==> src/rtl/hdlc_rx_pkg.sv <==
package hdlc_rx_pkg;

    localparam int               FLAG_LEN  = 8;
    localparam logic [7:0]       FLAG_PAT  = 8'h7E;
    localparam int               STUFF_RUN = 5;
    localparam int               ABORT_RUN = 7;

    typedef enum logic {
        LINK_HUNT,
        LINK_FRAME
    } link_state_e;

    typedef enum logic [1:0] {
        ADR_PEND,
        ADR_PASS,
        ADR_DROP
    } adr_state_e;

    // Per-strobe events from the line window
    typedef struct packed {
        logic flag;      // flag completed by this bit
        logic abort;     // abort run completed by this bit
        logic old_bit;   // bit leaving the window
        logic old_keep;  // leaving bit is real data (not stuffed, not flag)
    } line_ev_t;

    function automatic int char_bits(input logic [1:0] code);
        return 5 + int'(code);
    endfunction

endpackage

==> src/rtl/hdlc_line_window.sv <==
module hdlc_line_window
    import hdlc_rx_pkg::*;
#(
    parameter int          WIN   = FLAG_LEN,
    parameter logic [WIN-1:0] PAT = FLAG_PAT,
    parameter int          STUFF = STUFF_RUN,
    parameter int          ABRT  = ABORT_RUN
) (
    input  logic           clk,
    input  logic           rst,
    input  logic           bit_en,
    input  logic           rx_bit,
    output line_ev_t       ev,
    output logic [WIN-1:0] follow
);

    localparam int RUN_W = $clog2(ABRT + 1);

    logic [WIN-1:0]   win_q;
    logic [WIN-1:0]   keep_q;
    logic [WIN-1:0]   win_d;
    logic [RUN_W-1:0] run_q;
    logic             stuffed;

    always_comb begin
        win_d       = {win_q[WIN-2:0], rx_bit};
        stuffed     = !rx_bit && (run_q == RUN_W'(STUFF));
        ev.flag     = bit_en && (win_d == PAT);
        ev.abort    = bit_en && rx_bit && (run_q == RUN_W'(ABRT - 1));
        ev.old_bit  = win_q[WIN-1];
        ev.old_keep = keep_q[WIN-1];
        follow      = win_d;
    end

    always_ff @(posedge clk) begin
        if (rst) begin
            win_q  <= '0;
            keep_q <= '0;
            run_q  <= '0;
        end else if (bit_en) begin
            win_q <= win_d;
            if (ev.flag || ev.abort) begin
                keep_q <= '0;
            end else begin
                keep_q <= {keep_q[WIN-2:0], !stuffed};
            end
            if (!rx_bit) begin
                run_q <= '0;
            end else if (run_q != RUN_W'(ABRT)) begin
                run_q <= run_q + 1'b1;
            end
        end
    end

endmodule

==> src/rtl/hdlc_char_builder.sv <==
module hdlc_char_builder
    import hdlc_rx_pkg::*;
#(
    parameter int CW = 8
) (
    input  logic          clk,
    input  logic          rst,
    input  logic          restart,
    input  logic          shift_en,
    input  logic          din,
    input  logic [1:0]    len_code,
    input  logic [CW-1:0] follow,
    output logic          done,
    output logic [CW-1:0] char_out
);

    localparam int CNT_W = $clog2(CW);

    logic [CW-1:0]    sr_q;
    logic [CW-1:0]    sr_d;
    logic [CNT_W-1:0] cnt_q;
    logic [CNT_W-1:0] last_idx;
    int               nbits;

    always_comb begin
        nbits    = char_bits(len_code);
        last_idx = CNT_W'(nbits - 1);
        sr_d     = {din, sr_q[CW-1:1]};
        done     = shift_en && (cnt_q == last_idx);
        for (int i = 0; i < CW; i++) begin
            if (i < nbits) begin
                char_out[i] = sr_d[CW - nbits + i];
            end else begin
                char_out[i] = follow[CW - 1 - (i - nbits)];
            end
        end
    end

    always_ff @(posedge clk) begin
        if (rst) begin
            sr_q  <= '0;
            cnt_q <= '0;
        end else if (restart) begin
            cnt_q <= '0;
        end else if (shift_en) begin
            sr_q  <= sr_d;
            cnt_q <= done ? '0 : cnt_q + 1'b1;
        end
    end

endmodule

==> src/rtl/hdlc_addr_gate.sv <==
module hdlc_addr_gate
    import hdlc_rx_pkg::*;
#(
    parameter int CW = 8
) (
    input  logic          clk,
    input  logic          rst,
    input  logic          restart,
    input  logic          shift_en,
    input  logic          din,
    input  logic          filt_en,
    input  logic          hi_only,
    input  logic [CW-1:0] station,
    input  logic          char_done,
    input  logic [CW-1:0] char_byte,
    output logic          wr,
    output logic [CW-1:0] wr_data,
    output logic          passed
);

    localparam int CNT_W = $clog2(CW + 1);
    localparam int HALF  = CW / 2;

    logic [CNT_W-1:0] dcnt_q;
    logic [CW-1:0]    asr_q;
    logic [CW-1:0]    asr_d;
    adr_state_e       st_q;
    adr_state_e       st_eff;
    logic             hold_v;
    logic [CW-1:0]    hold_q;
    logic             decide;
    logic             hit;
    logic             park;

    always_comb begin
        asr_d   = {din, asr_q[CW-1:1]};
        decide  = shift_en && (dcnt_q == CNT_W'(CW - 1));
        hit     = (asr_d == {CW{1'b1}}) ||
                  (hi_only ? (asr_d[CW-1:HALF] == station[CW-1:HALF]) : (asr_d == station));
        st_eff  = decide ? (hit ? ADR_PASS : ADR_DROP) : st_q;
        passed  = !filt_en || (st_eff == ADR_PASS);
        wr      = 1'b0;
        wr_data = char_byte;
        park    = 1'b0;
        if (!filt_en) begin
            wr = char_done;
        end else if (char_done && st_eff == ADR_PASS) begin
            wr = 1'b1;
        end else if (char_done && st_eff == ADR_PEND) begin
            park = 1'b1;
        end else if (decide && hit && hold_v) begin
            wr      = 1'b1;
            wr_data = hold_q;
        end
    end

    always_ff @(posedge clk) begin
        if (rst) begin
            dcnt_q <= '0;
            asr_q  <= '0;
            st_q   <= ADR_PEND;
            hold_v <= 1'b0;
            hold_q <= '0;
        end else if (restart) begin
            dcnt_q <= '0;
            st_q   <= ADR_PEND;
            hold_v <= 1'b0;
        end else begin
            if (shift_en && dcnt_q != CNT_W'(CW)) begin
                dcnt_q <= dcnt_q + 1'b1;
                asr_q  <= asr_d;
            end
            st_q <= st_eff;
            if (park) begin
                hold_v <= 1'b1;
                hold_q <= char_byte;
            end else if (decide) begin
                hold_v <= 1'b0;
            end
        end
    end

endmodule

==> src/rtl/hdlc_addr_rx.sv <==
module hdlc_addr_rx
    import hdlc_rx_pkg::*;
#(
    parameter int CW = 8
) (
    input  logic          clk,
    input  logic          rst,
    input  logic          bit_en,
    input  logic          rx_bit,
    input  logic          addr_filt_en,
    input  logic          addr_hi_only,
    input  logic [CW-1:0] station_addr,
    input  logic [1:0]    char_len,
    output logic          sync_n,
    output logic          fifo_wr,
    output logic [CW-1:0] fifo_data,
    output logic          frame_end
);

    line_ev_t      ev;
    logic [CW-1:0] follow;
    link_state_e   state_q;
    logic          had_data_q;
    logic          shift_en;
    logic          restart;
    logic          close;
    logic          c_done;
    logic [CW-1:0] c_byte;
    logic          g_wr;
    logic [CW-1:0] g_data;
    logic          g_pass;

    hdlc_line_window #(.WIN(CW)) win_i (
        .clk    (clk),
        .rst    (rst),
        .bit_en (bit_en),
        .rx_bit (rx_bit),
        .ev     (ev),
        .follow (follow)
    );

    always_comb begin
        shift_en = bit_en && ev.old_keep && (state_q == LINK_FRAME);
        restart  = ev.flag || ev.abort;
        close    = ev.flag && (state_q == LINK_FRAME) && (had_data_q || shift_en) && g_pass;
    end

    hdlc_char_builder #(.CW(CW)) chr_i (
        .clk      (clk),
        .rst      (rst),
        .restart  (restart),
        .shift_en (shift_en),
        .din      (ev.old_bit),
        .len_code (char_len),
        .follow   (follow),
        .done     (c_done),
        .char_out (c_byte)
    );

    hdlc_addr_gate #(.CW(CW)) adr_i (
        .clk       (clk),
        .rst       (rst),
        .restart   (restart),
        .shift_en  (shift_en),
        .din       (ev.old_bit),
        .filt_en   (addr_filt_en),
        .hi_only   (addr_hi_only),
        .station   (station_addr),
        .char_done (c_done),
        .char_byte (c_byte),
        .wr        (g_wr),
        .wr_data   (g_data),
        .passed    (g_pass)
    );

    always_ff @(posedge clk) begin
        if (rst) begin
            state_q    <= LINK_HUNT;
            had_data_q <= 1'b0;
            sync_n     <= 1'b1;
            fifo_wr    <= 1'b0;
            fifo_data  <= '0;
            frame_end  <= 1'b0;
        end else begin
            fifo_wr   <= g_wr;
            frame_end <= close;
            if (g_wr) begin
                fifo_data <= g_data;
            end
            if (bit_en) begin
                sync_n <= !ev.flag;
            end
            if (ev.abort) begin
                state_q <= LINK_HUNT;
            end else if (ev.flag) begin
                state_q <= LINK_FRAME;
            end
            if (restart) begin
                had_data_q <= 1'b0;
            end else if (shift_en) begin
                had_data_q <= 1'b1;
            end
        end
    end

endmodule

==> config.mk <==
export PLATFORM = sky130hd
export DESIGN_NAME = hdlc_addr_rx
export DESIGN_NICKNAME = d
export VERILOG_FILES = /design/src/rtl/hdlc_rx_pkg.sv /design/src/rtl/hdlc_line_window.sv /design/src/rtl/hdlc_char_builder.sv /design/src/rtl/hdlc_addr_gate.sv /design/src/rtl/hdlc_addr_rx.sv
export SDC_FILE = /design/constraint.sdc
export NUM_CORES = 1
export LEC_CHECK = 0
export ABC_AREA = 1
export BUFFER_PORTS_ARGS = -buffer_cell sky130_fd_sc_hd__buf_4
export CAP_MARGIN = 20
export CORE_MARGIN = 2
export CORE_UTILIZATION = 35
export DETAILED_ROUTE_END_ITERATION = 10
export SETUP_SLACK_MARGIN = 0.05
export SYNTH_ARGS = -nofsm -noshare
export SYNTH_HDL_FRONTEND = slang
export SYNTH_HIERARCHICAL = 1
export SYNTH_SLANG_ARGS = --single-unit
export TNS_END_PERCENT = 1
==> constraint.sdc <==
create_clock -name clk -period 2.7 [get_ports clk]
set_input_delay 0.54 -clock clk [delete_from_list [all_inputs] [get_ports clk]]
set_output_delay 0.54 -clock clk [all_outputs]
set_load 0.05 [all_outputs]
==> impl_results.md <==
* Status: finished clean
* CTS Buf Count at 9
* Post-DP Area at slightly above 4000 um2
* Chip width at approximately 110 um
* CP peak stage delay at 0.39 ns
* Post-DR wirelength/cell at 11.4 um
* Worst EP required at 2.98 ns
* Final hold slack at 0.455 ns
* Crit Path Max Fanout at 16
* WS Path Type: in2reg
* Buffers on Ports at 26
* Syn_area_per_cell at 6.57 um2
* Cts hold-fix bufs at 0
* Placer Congestion at 0.868
* Initial core utilization at 35.7%
* CP startpoint kind: input pin
* Initial antenna violation count at 0
* Area grow syn2layout at 13.8%
* Fillers at around 1,100
* Power per cell area at 524 nW/um2
* Die Y at around 110 um
* Cell variety after synth at 38
* Synth Register Bits at 64
* WL final at ~8600 um
* Post CTS Setup Buffer Count at 0
* H-tree levels at 3
* Switching share of power at 26.7%
* Ports at 27
* Overflow after GRT at 0
* Primary FF master, synth: dfxtp_1
* Vias per cell at roughly 4.7
* Final HPWL DP at 6440 um
* Max Cap Viol at 0
* Via Count at 3,584
* Row count at 38
* Final instance area at around 4400 um2
* Synth Instances at 587
* Drt drc at 0
* Number of flops mapped to enable cells by yosys at 0
* LEAKAGE at 2.13 nW
* Post-route minimum period at 2.12 ns
* Slew @ Worst Pin at between 0.5 and 0.6 ns
* Clk Latency, worst-skew pair at 0.35 ns
* Critical path capture point type: register
* Finish-stage setup viols at 0
* Fmax at 471 MHz
* Largest net degree at the start of global routing at 30
* NumNets Final at 645
* 1st-pass router iterations at 4
* Clock root buffer: clkbuf_8
* Post-synthesis async set-or-reset flop share at 0%
* Worst Hold Class: reg2reg
* Antenna diodes at 0
* Worst-path clk slew at 0.07 ns
* Iter 0 DRT Violations at 183
* Resized cells post-CTS at 0
* Final TNS setup at 0 ns
* Sequential share of power at 42.3%
* Clk_skew at 0.0107 ns
* Int Power at about 0.0017 W
* Headroom to the max-slew limit at 63.9%
* GRT Resource Usage Total at 15.7%
* # clock sinks at between 60 and 70
* Period utilization at approximately 80%
* Net count after synthesis at 617
* Seq/Total Area, Yosys at 33.2%
* Critical path, cell by cell: buf_4, inv_8, ha_1, inv_6, nand2_4, nand2_2, nand2_1, nand3_2, inv_1, nand2_1, nor2_4, nand4_4, nand2_1, nand2_1, nor2_1
* Switching power at slightly above 0.0006 W
* CTS tree: done
* RSZ-0062 raised after global routing: no
* Slowest stage cell, crit path: ha_1
* Combinational power share at 12.1%
* First-pass GRT wire length at 14,900 um
* Vias in the first global route at 3,356
* Final Hold Viols at 0
* Peak supply drop at 0.225 mV
* Share of cells above drive strength 1 at roughly 13%
* Cell Area, Synth at 3850 um2
* Die ar. at about 12,000 um2
* CORE AREA at 10,800 um2
* Clock share of power at 45.5%
* Final ANT Viol Nets at 0
* Yosys warnings at 6
* Most common cell on crit path: nand2_1
* Max-slew violations at 0
* WP data arrival at 2.41 ns
* Clk buf depth at 2
==> power groups by stage <==
stage | clock, W | sequential (W) | combinational, W
after floorplan | 0 | 0.000994 | 0.000214
after CTS | 0.00108 | 0.000973 | 0.000280
after global routing | 0.00111 | 0.000976 | 0.000320
after detailed placement | 0 | 0.000996 | 0.000278
final | 0.00105 | 0.000974 | 0.000278
after global placement | 0 | 0.000995 | 0.000274
==> flip-flops by register name, indices dropped and copies added (netlist names) <==
name	cells
adr_i/asr_q	7
adr_i/dcnt_q	4
adr_i/hold_q	8
adr_i/hold_v	1
adr_i/st_q	2
chr_i/cnt_q	3
chr_i/sr_q	7
fifo_data	8
fifo_wr	1
frame_end	1
had_data_q	1
state_q	1
sync_n	1
win_i/keep_q	8
win_i/run_q	3
win_i/win_q	8
==> area by class of cell <==
cell class	instances	area, um2	share of cell area (%)
Sequential cell	64	1280	29.2
Clock buffer	9	124	2.82
Tap cell	140	175	3.99
Timing Repair Buffer	34	255	5.82
Inverter	69	272	6.19
Clock inverter	7	125	2.85
Multi-Input combinational cell	437	2150	49.1
==> routing by layer <==
metal | up-vias | track usage (%) | part of all wire [%]
li1 | 1920 | - | -
met1 | 1598 | 19.6 | 48
met2 | 56 | 26.2 | 46
met3 | 10 | 4.96 | 4.5
met4 | 0 | 3.94 | 1.1
met5 | - | 0 | 0
==> layout by cell type, fill, tap and decap left out <==
cell type / n
inv_2: 3
nand3_4: 1
inv_8: 1
ha_1: 14
and3_4: 1
clkbuf_8: 9
nor2_1: 63
nand3b_1: 6
clkinv_4: 1
o21ai_0: 41
nand4_1: 5
o21ai_2: 2
xnor2_1: 4
a21o_1: 1
inv_6: 4
bufinv_16: 3
buf_4: 34
o211ai_1: 1
nand2_1: 181
nand2_2: 10
nor4_1: 1
a21oi_1: 35
nand3_1: 45
o21ai_1: 7
or2_4: 1
a211oi_1: 1
nand3_2: 1
nor3_1: 2
o22ai_1: 1
inv_1: 64
dfxtp_1: 64
nor2_4: 3
nor2_2: 3
nand2_4: 4
nand4_2: 1
nand4_4: 1
a22oi_1: 1
==> kinds of logic (layout without fill, tap and decap cells) <==
group	Yosys count	count (layout)	synth area share, %
xor gates and xnor gates	4	4	0.909
adders and majority gates	14	14	4.54
AOI/OAI and AO/OA	90	90	12.2
and+or+nand+nor	329	329	38.3
buffers and inverters	86	119	10.9
DFF	64	64	33.2
==> synthesized netlist by cell type, types with 2 or more instances <==
cell type  count  share of area [%]
a21oi_1       35                4.5
buf_2          4               0.52
buf_4          4               0.78
buf_6          7                2.0
dfxtp_1       64                 33
ha_1          14                4.5
inv_1         64                6.2
inv_2          3               0.29
nand2_1      181                 18
nand2_2       10                1.6
nand2_4        4                1.2
nand3_1       45                5.8
nand3b_1       6                1.2
nand4_1        5               0.81
nor2_1        63                6.1
nor2_2         3               0.49
nor2_4         3               0.88
nor3_1         2               0.26
o21ai_0       41                5.3
o21ai_1        7               0.91
o21ai_2        2               0.45
xnor2_1        4               0.91
==> critical path, delay by kind of cell <==
kind | cells | cell delay (ns)
adder cells (fa/ha/maj) | 1 | 0.39
buffers and inverters | 4 | 0.40
AND/OR/NAND/NOR | 10 | 1.06
==> per-stage QoR <==
step	setup slack [ns]	std cells	util (%)	power (W)
3_5_place_dp	0.219	744	38.3	0.00127
6_report	0.578	760	40.6	0.00230
4_1_cts	0.571	760	40.6	0.00233
5_1_grt	0.357	760	40.6	0.00241
3_3_place_gp	0.283	744	38.3	0.00127
2_1_floorplan	0.235	587	-	0.00121
==> path summary, 6_finish.rpt <==
kind	from	to	slack (ns)	cells past startpoint
min	had_data_q$_SDFFE_PP0P_	had_data_q$_SDFFE_PP0P_	0.46	2
min reg2reg	had_data_q$_SDFFE_PP0P_	had_data_q$_SDFFE_PP0P_	0.46	2
max reg2reg	state_q$_SDFFE_PP0P_	fifo_data[7]$_SDFFE_PP0P_	0.58	14
max	char_len[0]	adr_i/hold_q[1]$_SDFFE_PP0P_	0.58	15
(Power assumes the default switching activity.)
